## config.mk

```make
export PLATFORM = sky130hd
export DESIGN_NAME = mac_preshift
export DESIGN_NICKNAME = d
export VERILOG_FILES = /design/src/rtl/mac_pkg.sv /design/src/rtl/mac_mul_stage.sv /design/src/rtl/mac_acc_stage.sv /design/src/rtl/mac_preshift.sv
export SDC_FILE = /design/constraint.sdc
export NUM_CORES = 1
export LEC_CHECK = 0
export BUFFER_PORTS_ARGS = -buffer_cell sky130_fd_sc_hd__buf_2
export CORE_UTILIZATION = 59
export DETAILED_ROUTE_END_ITERATION = 7
export PLACE_DENSITY = 0.74
export SYNTH_ARGS = -nofsm -noshare
export SYNTH_HDL_FRONTEND = slang
export SYNTH_HIERARCHICAL = 1
export SYNTH_SLANG_ARGS = --single-unit
```

## constraint.sdc

```tcl
create_clock -name clk -period 4.86 [get_ports clk]
set_input_delay 0.486 -clock clk [delete_from_list [all_inputs] [get_ports clk]]
set_output_delay 0.486 -clock clk [all_outputs]
set_load 0.02 [all_outputs]
```

## src/rtl/mac_pkg.sv

```systemverilog
package mac_pkg;
  localparam int DW = 16;
  localparam int PW = 2 * DW;

  typedef enum logic [1:0] {
    OP_MUL = 2'b00,
    OP_MAC = 2'b01,
    OP_MAS = 2'b10,
    OP_NOP = 2'b11
  } mac_op_e;

  // full product of two operands, signedness chosen per call
  function automatic logic [PW-1:0] full_product(input logic [DW-1:0] a,
                                                 input logic [DW-1:0] b,
                                                 input logic sgn);
    logic signed [DW:0]     ax;
    logic signed [DW:0]     bx;
    logic signed [2*DW+1:0] p;
    ax = {sgn & a[DW-1], a};
    bx = {sgn & b[DW-1], b};
    p  = ax * bx;
    return p[PW-1:0];
  endfunction

  // pre-accumulation shift, code 3 capped to 2
  function automatic logic [PW-1:0] shift_term(input logic [PW-1:0] p,
                                               input logic [1:0] sh);
    logic [1:0] eff;
    eff = (sh == 2'd3) ? 2'd2 : sh;
    return p << eff;
  endfunction
endpackage

```

## src/rtl/mac_mul_stage.sv

```systemverilog
module mac_mul_stage
  import mac_pkg::*;
#(
  parameter int W = DW,
  localparam int P = 2 * W
) (
  input  logic         clk,
  input  logic         rst_n,
  input  logic         in_valid,
  input  mac_op_e      in_op,
  input  logic [W-1:0] in_a,
  input  logic [W-1:0] in_b,
  input  logic         in_signed,
  input  logic [1:0]   in_shift,
  input  logic         in_hi,
  input  logic         in_load,
  output logic         s1_valid,
  output mac_op_e      s1_op,
  output logic [P-1:0] s1_prod,
  output logic [P-1:0] s1_term,
  output logic         s1_hi,
  output logic         s1_load
);
  logic         issue;
  logic [P-1:0] prod_c;
  logic [P-1:0] term_c;

  assign issue  = in_valid && (in_op != OP_NOP);
  assign prod_c = full_product(in_a, in_b, in_signed);
  assign term_c = shift_term(prod_c, in_shift);

  always_ff @(posedge clk or negedge rst_n) begin
    if (!rst_n) begin
      s1_valid <= 1'b0;
      s1_op    <= OP_NOP;
      s1_prod  <= '0;
      s1_term  <= '0;
      s1_hi    <= 1'b0;
      s1_load  <= 1'b0;
    end else begin
      s1_valid <= issue;
      if (issue) begin
        s1_op   <= in_op;
        s1_prod <= prod_c;
        s1_term <= term_c;
        s1_hi   <= in_hi;
        s1_load <= in_load;
      end
    end
  end

  AST_NOP_DROPPED: assert property (@(posedge clk) disable iff (!rst_n)
    (in_valid && in_op == OP_NOP) |=> !s1_valid);
  AST_SHIFT_CAP: assert property (@(posedge clk) disable iff (!rst_n)
    (in_valid && in_op != OP_NOP && in_shift == 2'd3) |=> (s1_term == (s1_prod << 2)));
endmodule

```

## src/rtl/mac_acc_stage.sv

```systemverilog
module mac_acc_stage
  import mac_pkg::*;
#(
  parameter int W = DW,
  localparam int P = 2 * W
) (
  input  logic         clk,
  input  logic         rst_n,
  input  logic         s1_valid,
  input  mac_op_e      s1_op,
  input  logic [P-1:0] s1_prod,
  input  logic [P-1:0] s1_term,
  input  logic         s1_hi,
  input  logic         s1_load,
  input  logic         acc_clr,
  output logic [P-1:0] acc,
  output logic         mul_valid,
  output logic [W-1:0] mul_result
);
  logic         do_accum;
  logic         do_sub;
  logic         do_mul;
  logic         base_zero;
  logic [P-1:0] base;
  logic [P-1:0] acc_next;

  assign do_mul    = s1_valid && (s1_op == OP_MUL);
  assign do_accum  = s1_valid && (s1_op == OP_MAC || s1_op == OP_MAS);
  assign do_sub    = (s1_op == OP_MAS);
  assign base_zero = acc_clr || s1_load;
  assign base      = base_zero ? '0 : acc;

  always_comb begin
    acc_next = acc;
    if (do_accum)     acc_next = do_sub ? (base - s1_term) : (base + s1_term);
    else if (acc_clr) acc_next = '0;
  end

  always_ff @(posedge clk or negedge rst_n) begin
    if (!rst_n) begin
      acc        <= '0;
      mul_valid  <= 1'b0;
      mul_result <= '0;
    end else begin
      acc       <= acc_next;
      mul_valid <= do_mul;
      if (do_mul) mul_result <= s1_hi ? s1_prod[P-1:W] : s1_prod[W-1:0];
    end
  end

  AST_CLR_ONLY: assert property (@(posedge clk) disable iff (!rst_n)
    (acc_clr && !do_accum) |=> (acc == '0));
  AST_MUL_KEEPS_ACC: assert property (@(posedge clk) disable iff (!rst_n)
    (!do_accum && !acc_clr) |=> $stable(acc));
  AST_MULV_SOURCE: assert property (@(posedge clk) disable iff (!rst_n)
    mul_valid |-> $past(s1_valid && s1_op == OP_MUL));
  AST_LOAD_FIRST: assert property (@(posedge clk) disable iff (!rst_n)
    (do_accum && s1_load && s1_op == OP_MAC) |=> (acc == $past(s1_term)));
endmodule

```

## src/rtl/mac_preshift.sv

```systemverilog
module mac_preshift
  import mac_pkg::*;
#(
  parameter int W = DW,
  localparam int P = 2 * W
) (
  input  logic         clk,
  input  logic         rst_n,
  input  logic         in_valid,
  input  logic [1:0]   in_op,
  input  logic [W-1:0] in_a,
  input  logic [W-1:0] in_b,
  input  logic         in_signed,
  input  logic [1:0]   in_shift,
  input  logic         in_hi,
  input  logic         in_load,
  input  logic         acc_clr,
  output logic [P-1:0] acc_value,
  output logic         mul_valid,
  output logic [W-1:0] mul_result
);
  logic         s1_valid;
  mac_op_e      s1_op;
  logic [P-1:0] s1_prod;
  logic [P-1:0] s1_term;
  logic         s1_hi;
  logic         s1_load;

  mac_mul_stage #(.W(W)) u_mul (
    .clk(clk), .rst_n(rst_n), .in_valid(in_valid), .in_op(mac_op_e'(in_op)),
    .in_a(in_a), .in_b(in_b), .in_signed(in_signed), .in_shift(in_shift),
    .in_hi(in_hi), .in_load(in_load),
    .s1_valid(s1_valid), .s1_op(s1_op), .s1_prod(s1_prod), .s1_term(s1_term),
    .s1_hi(s1_hi), .s1_load(s1_load)
  );

  mac_acc_stage #(.W(W)) u_acc (
    .clk(clk), .rst_n(rst_n), .s1_valid(s1_valid), .s1_op(s1_op),
    .s1_prod(s1_prod), .s1_term(s1_term), .s1_hi(s1_hi), .s1_load(s1_load),
    .acc_clr(acc_clr), .acc(acc_value), .mul_valid(mul_valid),
    .mul_result(mul_result)
  );

  AST_RESET_CLEAN: assert property (@(posedge clk) disable iff (!rst_n)
    $rose(rst_n) |-> (acc_value == '0 && !mul_valid));
endmodule

```

### After elaboration in Yosys (flattened, before gate mapping)

Index checks and enable logic that the tools add are counted.

* equal/unequal tests: 4
* reductions and logical operators: 7
* $add $sub $neg: 2
* mux-type cells: 6
* bitwise gates (word level): 2
* multipliers: 1
* shift-type cells: 1

Operators with widths (count)
* $mux W32: 4
* $add A32 B32 Y32: 1
* $mul A17 B17 Y32: 1
* $shl A32 B2 Y32: 1
* $sub A32 B32 Y32: 1
* $mux W16: 1
* $eq A2 B2 Y1 const B: 2
* $logic_and A1 B1 Y1: 3
* $and A1 B1 Y1: 2
* $eq A2 B1 Y1 const B: 1
* $logic_not A2 Y1: 1
* $logic_or A1 B1 Y1: 2
* $mux W2: 1
* $ne A2 B2 Y1 const B: 1
* $reduce_bool A2 Y1: 1

* word-level logic and storage cells: 32
* bits of input ports: 43
* flip-flop bits (word level): 118
* output and inout bits: 49

### Depth between registers and ports, before layout

Gate-level depths: netlist (run 1).

* word-level depth: 5
* gate-level depth with buffers: 24
* depth with buffers taken out: 22

### By module

Netlist (run 1), hierarchy kept.

By module, submodules not included
* mac_mul_stage: sequential area each 1729.2 µm², times used 1, area an instance 13872.1 µm², cells an instance 1533
* mac_acc_stage: sequential area each 1226.2 µm², times used 1, area an instance 4713.3 µm², cells an instance 595

### Worst setup path after synthesis (run 1)

Ideal clock, no wire load.

* kind: input-to-reg
* start: input in_b[8]
* end: register u_mul.s1_term[28]
* setup time: 0.094 ns
* slack: -1.304 ns
* arrival: 6.070 ns
* buffers on the path: 3
* data required time: 4.766 ns
* cell stages on the path: 23
* path through: clkbuf_1 -> clkbuf_1 -> nand2_1 -> fa_1 -> inv_1 -> fa_1 -> inv_1 -> fa_1 -> inv_1 -> fa_1 -> fa_1 -> inv_1 -> fa_1 -> inv_1 -> ha_1 -> buf_4 -> nand4_1 -> nor3_2 -> o211ai_4 -> a2111oi_4 -> a211oi_2 -> mux2_1 -> a221oi_2

* word-level cells in the longest chain between the ends: 2

Ends and longest elaborated chain
* start: declaration: line mac_preshift.sv:12 `input logic [W-1:0] in_b,`
* $mul A17 B17 Y32: line mac_pkg.sv:21 `p = ax * bx;`
* $shl A32 B2 Y32: line mac_pkg.sv:30 `return p << eff;`
* end signal: assignment: line mac_mul_stage.sv:45 `s1_term <= term_c;`
* end: declaration: line mac_mul_stage.sv:20 `output logic [P-1:0] s1_term,`

Every way passes these cells.
A chain may end at the register's enable or synchronous reset.

### Final worst setup path (run 1)

* start: input in_b[13]
* end: register u_mul.s1_term[27]

The elaborated chain is that of the path after synthesis.

==> qor.csv, run 1 <==
stage,metric,value,unit
status,status,finished with violations,
status,failed_checks,"DRC, setup timing",
worst_setup_path,r2r-end,u_acc/acc[31],
clocking,ctsRootBufferMaster,clkbuf_16,
worst_setup_path,r2r-start,u_mul/s1_term[0],
finish,antenna_cells,0,
worst_setup_path,crit_chain,buf_2 -> nand2_1 -> fa_1 -> inv_1 -> fa_1 -> fa_1 -> fa_2 -> fa_1 -> inv_2 -> fa_1 -> inv_2 -> ha_4 -> nand4_1 -> nor3_4 -> o211ai_4 -> a31oi_4 -> nand2_1 -> a2111o_1 -> mux2i_1 -> a221o_1,
global_route,grt_pass1_vias,16376,
worst_setup_path,slowest_delay,0.55,ns
sta,whs,0.163,ns
floorplanning,die_area,32200,um^2
clocking,tritoncts,done,
floorplanning,die_w,179,um
logic_synthesis,yosysUniqueCellTypes,92,
logic_synthesis,yosysTopAreaCell,fa_1,
floorplanning,core,30800,um^2
finish,area_delta_synth_final,24.4,%
sta,finalSetupTns,-27.18,ns
sta,drv_slew,0,
logic_synthesis,synth_edf_count,0,
route,wl_per_cell,17.8,um
logic_synthesis,synthArstFlopShare,1.00,
floorplanning,rows,64,
logic_synthesis,synth_area_leaders,"fa_1 (30%), dfrtp_1 (16%), ha_1 (7.8%)",
worst_setup_path,start_kind,primary input,
sta,fin_crit_sh,1.18,
logic_synthesis,syn-num-nets,2570,
logic_synthesis,seq_area_frac_synth,0.159,
route,num_vias,15790,
global_route,antenna_found_initial,0,
global_route,grt_max_degree,108,
sta,setup_ws,-0.864,ns
route,ant_nets,0,
worst_setup_path,cp.depth,20,
clocking,clkTransAtPathRegs,0.06,ns
clocking,insertion_delay,0.42,ns
placement,place_hpwl,38200,um
floorplanning,die_y,179,um
run,cap_violations,0,
worst_setup_path,critPathKind,in -> reg,
worst_setup_path,worstPathRequired,5.22,ns
finish,seq_area,2960,um^2
route,drc,2,
logic_synthesis,synth_seq_cells,118,
worst_setup_path,ff2ff_path_depth,17,
finish,multi_input_area,14900,um^2
sta,fmax,175,MHz
finish,drive_above_1_share,0.257,
route,wirelength,49900,um
logic_synthesis,syn_avg_cell_area,8.73,um^2
clocking,cts_buffer_depth,2,
route,vias_per_cell,5.63,
route,drt_iter0_markers,1026,
sta,hold_violations,0,
global_route,grt_overflow_total,0,
worst_setup_path,critPathMaxFanout,13,
worst_setup_path,cp_top_family,adder cells,
worst_setup_path,crit_slowest_cell,fa_1,
placement,gp_congestion,0.916,
sta,rsz0062_at_grt,true,
clocking,cts_max_level,4,
finish,nets,2838,
logic_synthesis,synth_area,18600,um^2
sta,final.setup_skew,0.00889,ns
sta,min_period,5.72,ns
logic_synthesis,yosysTopAreaCellShare,0.305,
sta,worst_pin_slew,1.09,ns
floorplanning,ioPinCount,92,
finish,nFillCells,2192,
clocking,numCtsBuffers,17,
logic_synthesis,ys_warn_count,6,
placement,port_buffers,91,
route,drt_first_pass_iters,8,
global_route,grt_usage,0.307,
worst_setup_path,path_buf_inv,4,
global_route,grt_pass1_wl,80500,um
sta,setup_viol,44,
hold_path,hp-class,in -> async,
worst_setup_path,critPathCaptureType,flop,
worst_setup_path,r2r_setup_slack,0.73,ns
worst_setup_path,cpMostUsedCell,fa_1,
sta,maxSlewHeadroom,0.271,
floorplanning,start_util,0.603,
logic_synthesis,syn_inst,2128,
logic_synthesis,synth_ff_type,dfrtp_1,
worst_setup_path,cp.arrival,6.08,ns
clocking,cts.sinks,118,
cells in the final DEF, fill, tap and decap left out, types with 17 or more instances in the layout:
cell | netlist | routed
a21o_1 | 23 | 23
a21oi_1 | 98 | 77
a21oi_2 | 3 | 19
and2_1 | 163 | 149
buf_2 | 3 | 65
buf_4 | 2 | 213
buf_6 | 5 | 61
clkbuf_16 | 0 | 17
dfrtp_1 | 116 | 116
fa_1 | 283 | 270
ha_1 | 116 | 95
ha_4 | 0 | 20
inv_1 | 349 | 327
inv_2 | 0 | 21
mux2i_1 | 30 | 29
nand2_1 | 269 | 241
nand2_2 | 1 | 17
nand3_1 | 45 | 41
nor2_1 | 110 | 100
o21ai_0 | 96 | 57
o21ai_1 | 12 | 29
o21ai_2 | 3 | 21
xnor2_1 | 67 | 57
xor2_1 | 24 | 20
cell usage after synthesis (4+ instances only):
cell type and n:
a211o_1 4, buf_6 5, nand2_1 269, nor2b_1 7, ha_1 116, fa_1 283
a22o_1 5, nand4_1 9, a31oi_1 10, xor2_1 24, xnor2_1 67, o21bai_1 10
mux2i_1 30, o21a_1 8, a21oi_1 98, o21ai_1 12, clkbuf_1 86, or2_2 6
o21ai_0 96, a21o_1 23, nor2_1 110, o211ai_1 13, and2_1 163, mux2_2 7
nor3_1 18, o221ai_1 6, o31ai_1 5, nor4_1 7, or3_1 5, and3_1 15
dfrtp_1 116, nand2b_1 8, buf_1 7, inv_1 349, nand3_1 45
registers in the layout (all words and copies together), names as in the netlist:
| register | count |
|---|---|
| u_acc/acc | 32 |
| u_acc/mul_result | 16 |
| u_acc/mul_valid | 1 |
| u_mul/s1_hi | 1 |
| u_mul/s1_load | 1 |
| u_mul/s1_op | 2 |
| u_mul/s1_prod | 32 |
| u_mul/s1_term | 32 |
| u_mul/s1_valid | 1 |
through the flow:
step                       util  cell area, um^2  instances  worst slack (ns)
after detailed placement  0.685            21100       2727             -1.44
after global routing      0.750            23100       2805             -1.06
after CTS                 0.730            22500       2787            -0.784
after global placement    0.685            21100       2727             -1.33
final                     0.750            23100       2805            -0.864
after floorplan               -            19100       2128             -1.14
what timing repair did:
item                                    CTS  global route
pin swaps                                87            95
endpoints found under the setup margin   45            45
resized for setup                       143           140
buffers inserted                         33            24
hold buffers                              0             0
routing by layer:
layer  track usage  routed length (um)
met5             0                   0
met4        0.0997                1420
met3        0.0255                2200
met2         0.552               25500
met1         0.393               20700
cell type report:
class                           count  share of cell area
Multi-Input combinational cell   1557               0.645
Sequential cell                   118               0.128
Timing Repair Buffer              352               0.123
Inverter                          350              0.0570
Tap cell                          396              0.0214
Clock buffer                       17              0.0184
Clock inverter                     15             0.00644
cell families (layout without fill, tap and decap cells):
kind of cell | after synthesis | after routing | synth area share
AND/OR/NAND/NOR | 685 | 685 | 0.178
buffers and inverters | 453 | 734 | 0.0941
adder cells (fa/ha/maj) | 399 | 399 | 0.383
AO/OA/AOI/OAI | 343 | 343 | 0.121
flip-flops | 118 | 118 | 0.159
XOR/XNOR | 92 | 92 | 0.0438
multiplexers | 38 | 38 | 0.0210
worst max path at each step:
stage,start,endpoint,slack [ns]
finish,in_b[13],u_mul/s1_term[27],-0.86
global route,in_signed,u_mul/s1_term[27],-1.06
CTS,in_a[15],u_mul/s1_term[28],-0.78
detailed placement,in_a[15],u_mul/s1_term[29],-1.44
global placement,in_a[15],u_mul/s1_term[29],-1.33
floorplan,in_signed,u_mul/s1_term[29],-1.14
Power of run 1 is not shown: default switching activity piles up to over one toggle a cycle in this logic, so the estimate is an artifact.
==> inputs of run 2 (changes only) <==
- SYNTH_HIERARCHICAL: 1 -> not set
- clock period: 4.86 -> 6.5 ns (I/O delays scaled with it)
==> run 2 against run 1 <==
  * The run now ends clean
  * Count of clock-buffer cells in the layout increased by 3
  * Via count shrank 7.5%
  * Flip-flop and latch count did not move
  * Worst setup slack better by 1.1 ns
  * Synthesized cell count down 3.8%
  * Highest routed layer unchanged
==> qor.csv, run 2 <==
stage,metric,value,unit,change
global_route,grt_usage,0.303,,was 0.307
clocking,clkTransAtPathRegs,0.06,ns,about the same
finish,multi_input_area,13600,um^2,was 14900 um^2
logic_synthesis,yosysTopAreaCell,fa_1,,unchanged
route,drt_iter0_markers,893,,was 1026
worst_setup_path,start_kind,primary input,,unchanged
sta,worst_pin_slew,1.08,ns,was 1.09 ns
logic_synthesis,yosysUniqueCellTypes,63,,was 92
finish,finalNonFillerCells,2629,,was 2805
logic_synthesis,ys_warn_count,0,,was 6
logic_synthesis,synth_edf_count,0,,unchanged
clocking,ctsRootBufferMaster,clkbuf_16,,unchanged
clocking,cts.sinks,118,,unchanged
run,cap_violations,0,,unchanged
route,drc,0,,was 2
clocking,cts_max_level,4,,unchanged
placement,gp_congestion,0.919,,was 0.916
finish,nets,2668,,was 2838
finish,mostFrequentLayoutCells,"inv_1 (340), fa_1 (282), nand2_1 (270), and2_1 (157), buf_4 (152)",,"was inv_1 (327), fa_1 (270), nand2_1 (241), buf_4 (213), and2_1 (149)"
logic_synthesis,synthArstFlopShare,1.00,,unchanged
worst_setup_path,cp.arrival,6.51,ns,was 6.08 ns
logic_synthesis,syn_inst,2048,,was 2128
sta,hold_violations,0,,unchanged
route,wl_per_cell,16.9,um,was 17.8 um
sta,fin_crit_sh,0.956,,
placement,post-place-ws,-0.220,ns,was -1.44 ns
sta,min_period,6.22,ns,
global_route,grt_overflow_total,0,,unchanged
clocking,cts_buffer_depth,2,,unchanged
finish,finalInstanceArea,20600,um^2,was 23100 um^2
sta,final.setup_skew,0.00994,ns,was 0.00889 ns
floorplanning,die_y,177,um,was 179 um
route,vias_per_cell,5.56,,was 5.63
placement,placed_area,19900,um^2,was 21100 um^2
hold_path,hp-class,in -> async,,unchanged
sta,setup_viol,0,,was 44
global_route,grt_pass1_vias,15369,,was 16376
clocking,tritoncts,done,,unchanged
floorplanning,start_util,0.603,,about the same
finish,antenna_cells,0,,unchanged
clocking,insertion_delay,0.42,ns,about the same
logic_synthesis,syn-num-nets,2490,,was 2570
logic_synthesis,yosys-top-cells-count,"inv_1 (342), fa_1 (283), nand2_1 (274), and2_1 (157)",,"was inv_1 (349), fa_1 (283), nand2_1 (269), and2_1 (163)"
floorplanning,core,29900,um^2,was 30800 um^2
logic_synthesis,synth_area_leaders,"fa_1 (31%), dfrtp_1 (16%), ha_1 (8.1%)",,"was fa_1 (30%), dfrtp_1 (16%), ha_1 (7.8%)"
finish,mostFrequentLayoutCell,inv_1,,unchanged
status,status,"complete, no violations",,was finished with violations
sta,setup_ws,0.284,ns,was -0.864 ns
clocking,numCtsBuffers,17,,unchanged
route,drt_first_pass_iters,5,,was 8
placement,place_hpwl,36500,um,was 38200 um
logic_synthesis,seq_area_frac_synth,0.164,,was 0.159
finish,seq_area,2960,um^2,unchanged
placement,dp_cells,2596,,was 2727
logic_synthesis,synth.most_common_cell,inv_1,,unchanged
global_route,grt_pass1_wl,75300,um,was 80500 um
route,ant_nets,0,,unchanged
route,wirelength,44500,um,was 49900 um
logic_synthesis,synth_ff_type,dfrtp_1,,unchanged
sta,fmax,161,MHz,
sta,maxSlewHeadroom,0.282,,was 0.271
floorplanning,rows,63,,was 64
finish,nFillCells,2400,,was 2192
route,num_vias,14609,,was 15790
logic_synthesis,synth_seq_cells,118,,unchanged
logic_synthesis,syn_avg_cell_area,8.80,um^2,was 8.73 um^2
floorplanning,die_area,31300,um^2,was 32200 um^2
finish,drive_above_1_share,0.143,,was 0.257
worst_setup_path,worstPathRequired,6.79,ns,was 5.22 ns
worst_setup_path,critPathKind,in -> reg,,unchanged
logic_synthesis,yosysTopAreaCellShare,0.314,,was 0.305
clocking,cts_hold_buf,0,,unchanged
global_route,grt_max_degree,99,,was 108
global_route,antenna_found_initial,0,,unchanged
finish,top_regs,"u_acc.acc: 32 flops, u_mul.s1_prod: 32 flops, u_mul.s1_term: 32 flops",,"was u_acc/acc: 32 flops, u_mul/s1_prod: 32 flops, u_mul/s1_term: 32 flops"
floorplanning,ioPinCount,92,,unchanged
worst_setup_path,critPathCaptureType,flop,,unchanged
worst_setup_path,critPathMaxFanout,5,,was 13
finish,area_delta_synth_final,14.2,%,was 24.4%
placement,port_buffers,91,,unchanged
sta,finalSetupTns,0,ns,was -27.18 ns
sta,drv_slew,0,,unchanged
floorplanning,die_w,177,um,was 179 um
logic_synthesis,synth_area,18000,um^2,was 18600 um^2
-- run 2: changes by cell type in the layout (fill, tap and decap cells not counted), sizes merged, moves of 5 or more --
cell    delta
nor2      -21
and2       -7
buf      -108
nor3       -5
inv       -16
o21a       +5
a21oi      -6
o21ai      +6
o21bai     -5
a211oi     +6
o211ai     -6
mux2i      -6
nand3     -37
nand3b    +30
-- run 2: final cells by class --
| cell class | count | share of cell area |
|---|---|---|
| clock buffers | 20 | 0.0227 |
| clock inverters | 12 | 0.00808 |
| well taps | 390 | 0.0237 |
| inverters | 343 | 0.0625 |
| multi-input cells | 1501 | 0.659 |
| repair buffers | 245 | 0.0805 |
| flip-flops and latches | 118 | 0.144 |
-- run 2: per-layer routing --
metal,wire [um],GRT usage,share of wire,vias to the layer above
met5,0,0,0,-
met3,2150,0.0324,0.048,86
met2,22400,0.535,0.50,478
met4,1110,0.0963,0.025,0
met1,18800,0.390,0.42,7229
li1,-,-,-,6816
-- run 2: cells by family (layout without fill, tap and decap cells) --
family	after synthesis	count (layout)	synth area share
and+or+nand+nor	641	641	0.175
buffers and inverters	429	620	0.0893
adders and majority gates	399	399	0.395
AOI/OAI and AO/OA	334	334	0.113
DFF	118	118	0.164
xor gates and xnor gates	98	98	0.0480
muxes	29	29	0.0164
-- run 2: timing repair --
item	4_1_cts	5_1_grt
endpoints found under the setup margin	0	12
hold endpoints to repair	0	0
gates resized for setup	0	15
setup buffers	0	1
-- run 2: critical path: stages --
cell and delay [ns]:
buf_2 0.10, and2_1 0.24, nand2_2 0.10, inv_1 0.11, fa_1 0.45, fa_1 0.55
inv_1 0.05, fa_1 0.50, inv_1 0.06, fa_1 0.49, fa_1 0.50, inv_1 0.05
fa_1 0.47, inv_1 0.04, ha_1 0.31, a21o_1 0.18, a21oi_1 0.22, o211ai_1 0.14
a2111o_1 0.39, o21ba_2 0.21, o31a_1 0.25, mux2_2 0.28, nand2_1 0.07, o211ai_1 0.08
-- run 2: stage by stage --
| step | hold slack (ns) | utilization |
|---|---|---|
| 6_report | 0.284 | 0.689 |
| 5_1_grt | 0.344 | 0.689 |
| 4_1_cts | 0.316 | 0.687 |
| 3_5_place_dp | 0.463 | 0.665 |
| 3_3_place_gp | 0.457 | 0.665 |
| 2_1_floorplan | 0.354 | - |
-- run 2: final timing paths --
path | depth (start not counted) | slack, ns | end | start
worst min-delay path | 1 | 0.28 | u_acc.mul_result[10] | rst_n
worst max-delay path | 24 | 0.28 | u_mul.s1_term[31] | in_a[15]
worst min register to register | 2 | 0.47 | u_mul.s1_prod[12] | u_mul.s1_prod[12]
max in group asynchronous | 2 | 4.93 | u_acc.acc[29] | rst_n
worst max register to register | 15 | 1.67 | u_acc.acc[31] | u_mul.s1_term[8]
min in group clk | 3 | 0.42 | u_mul.s1_hi | in_hi
Power of run 2 is left out for the same reason.
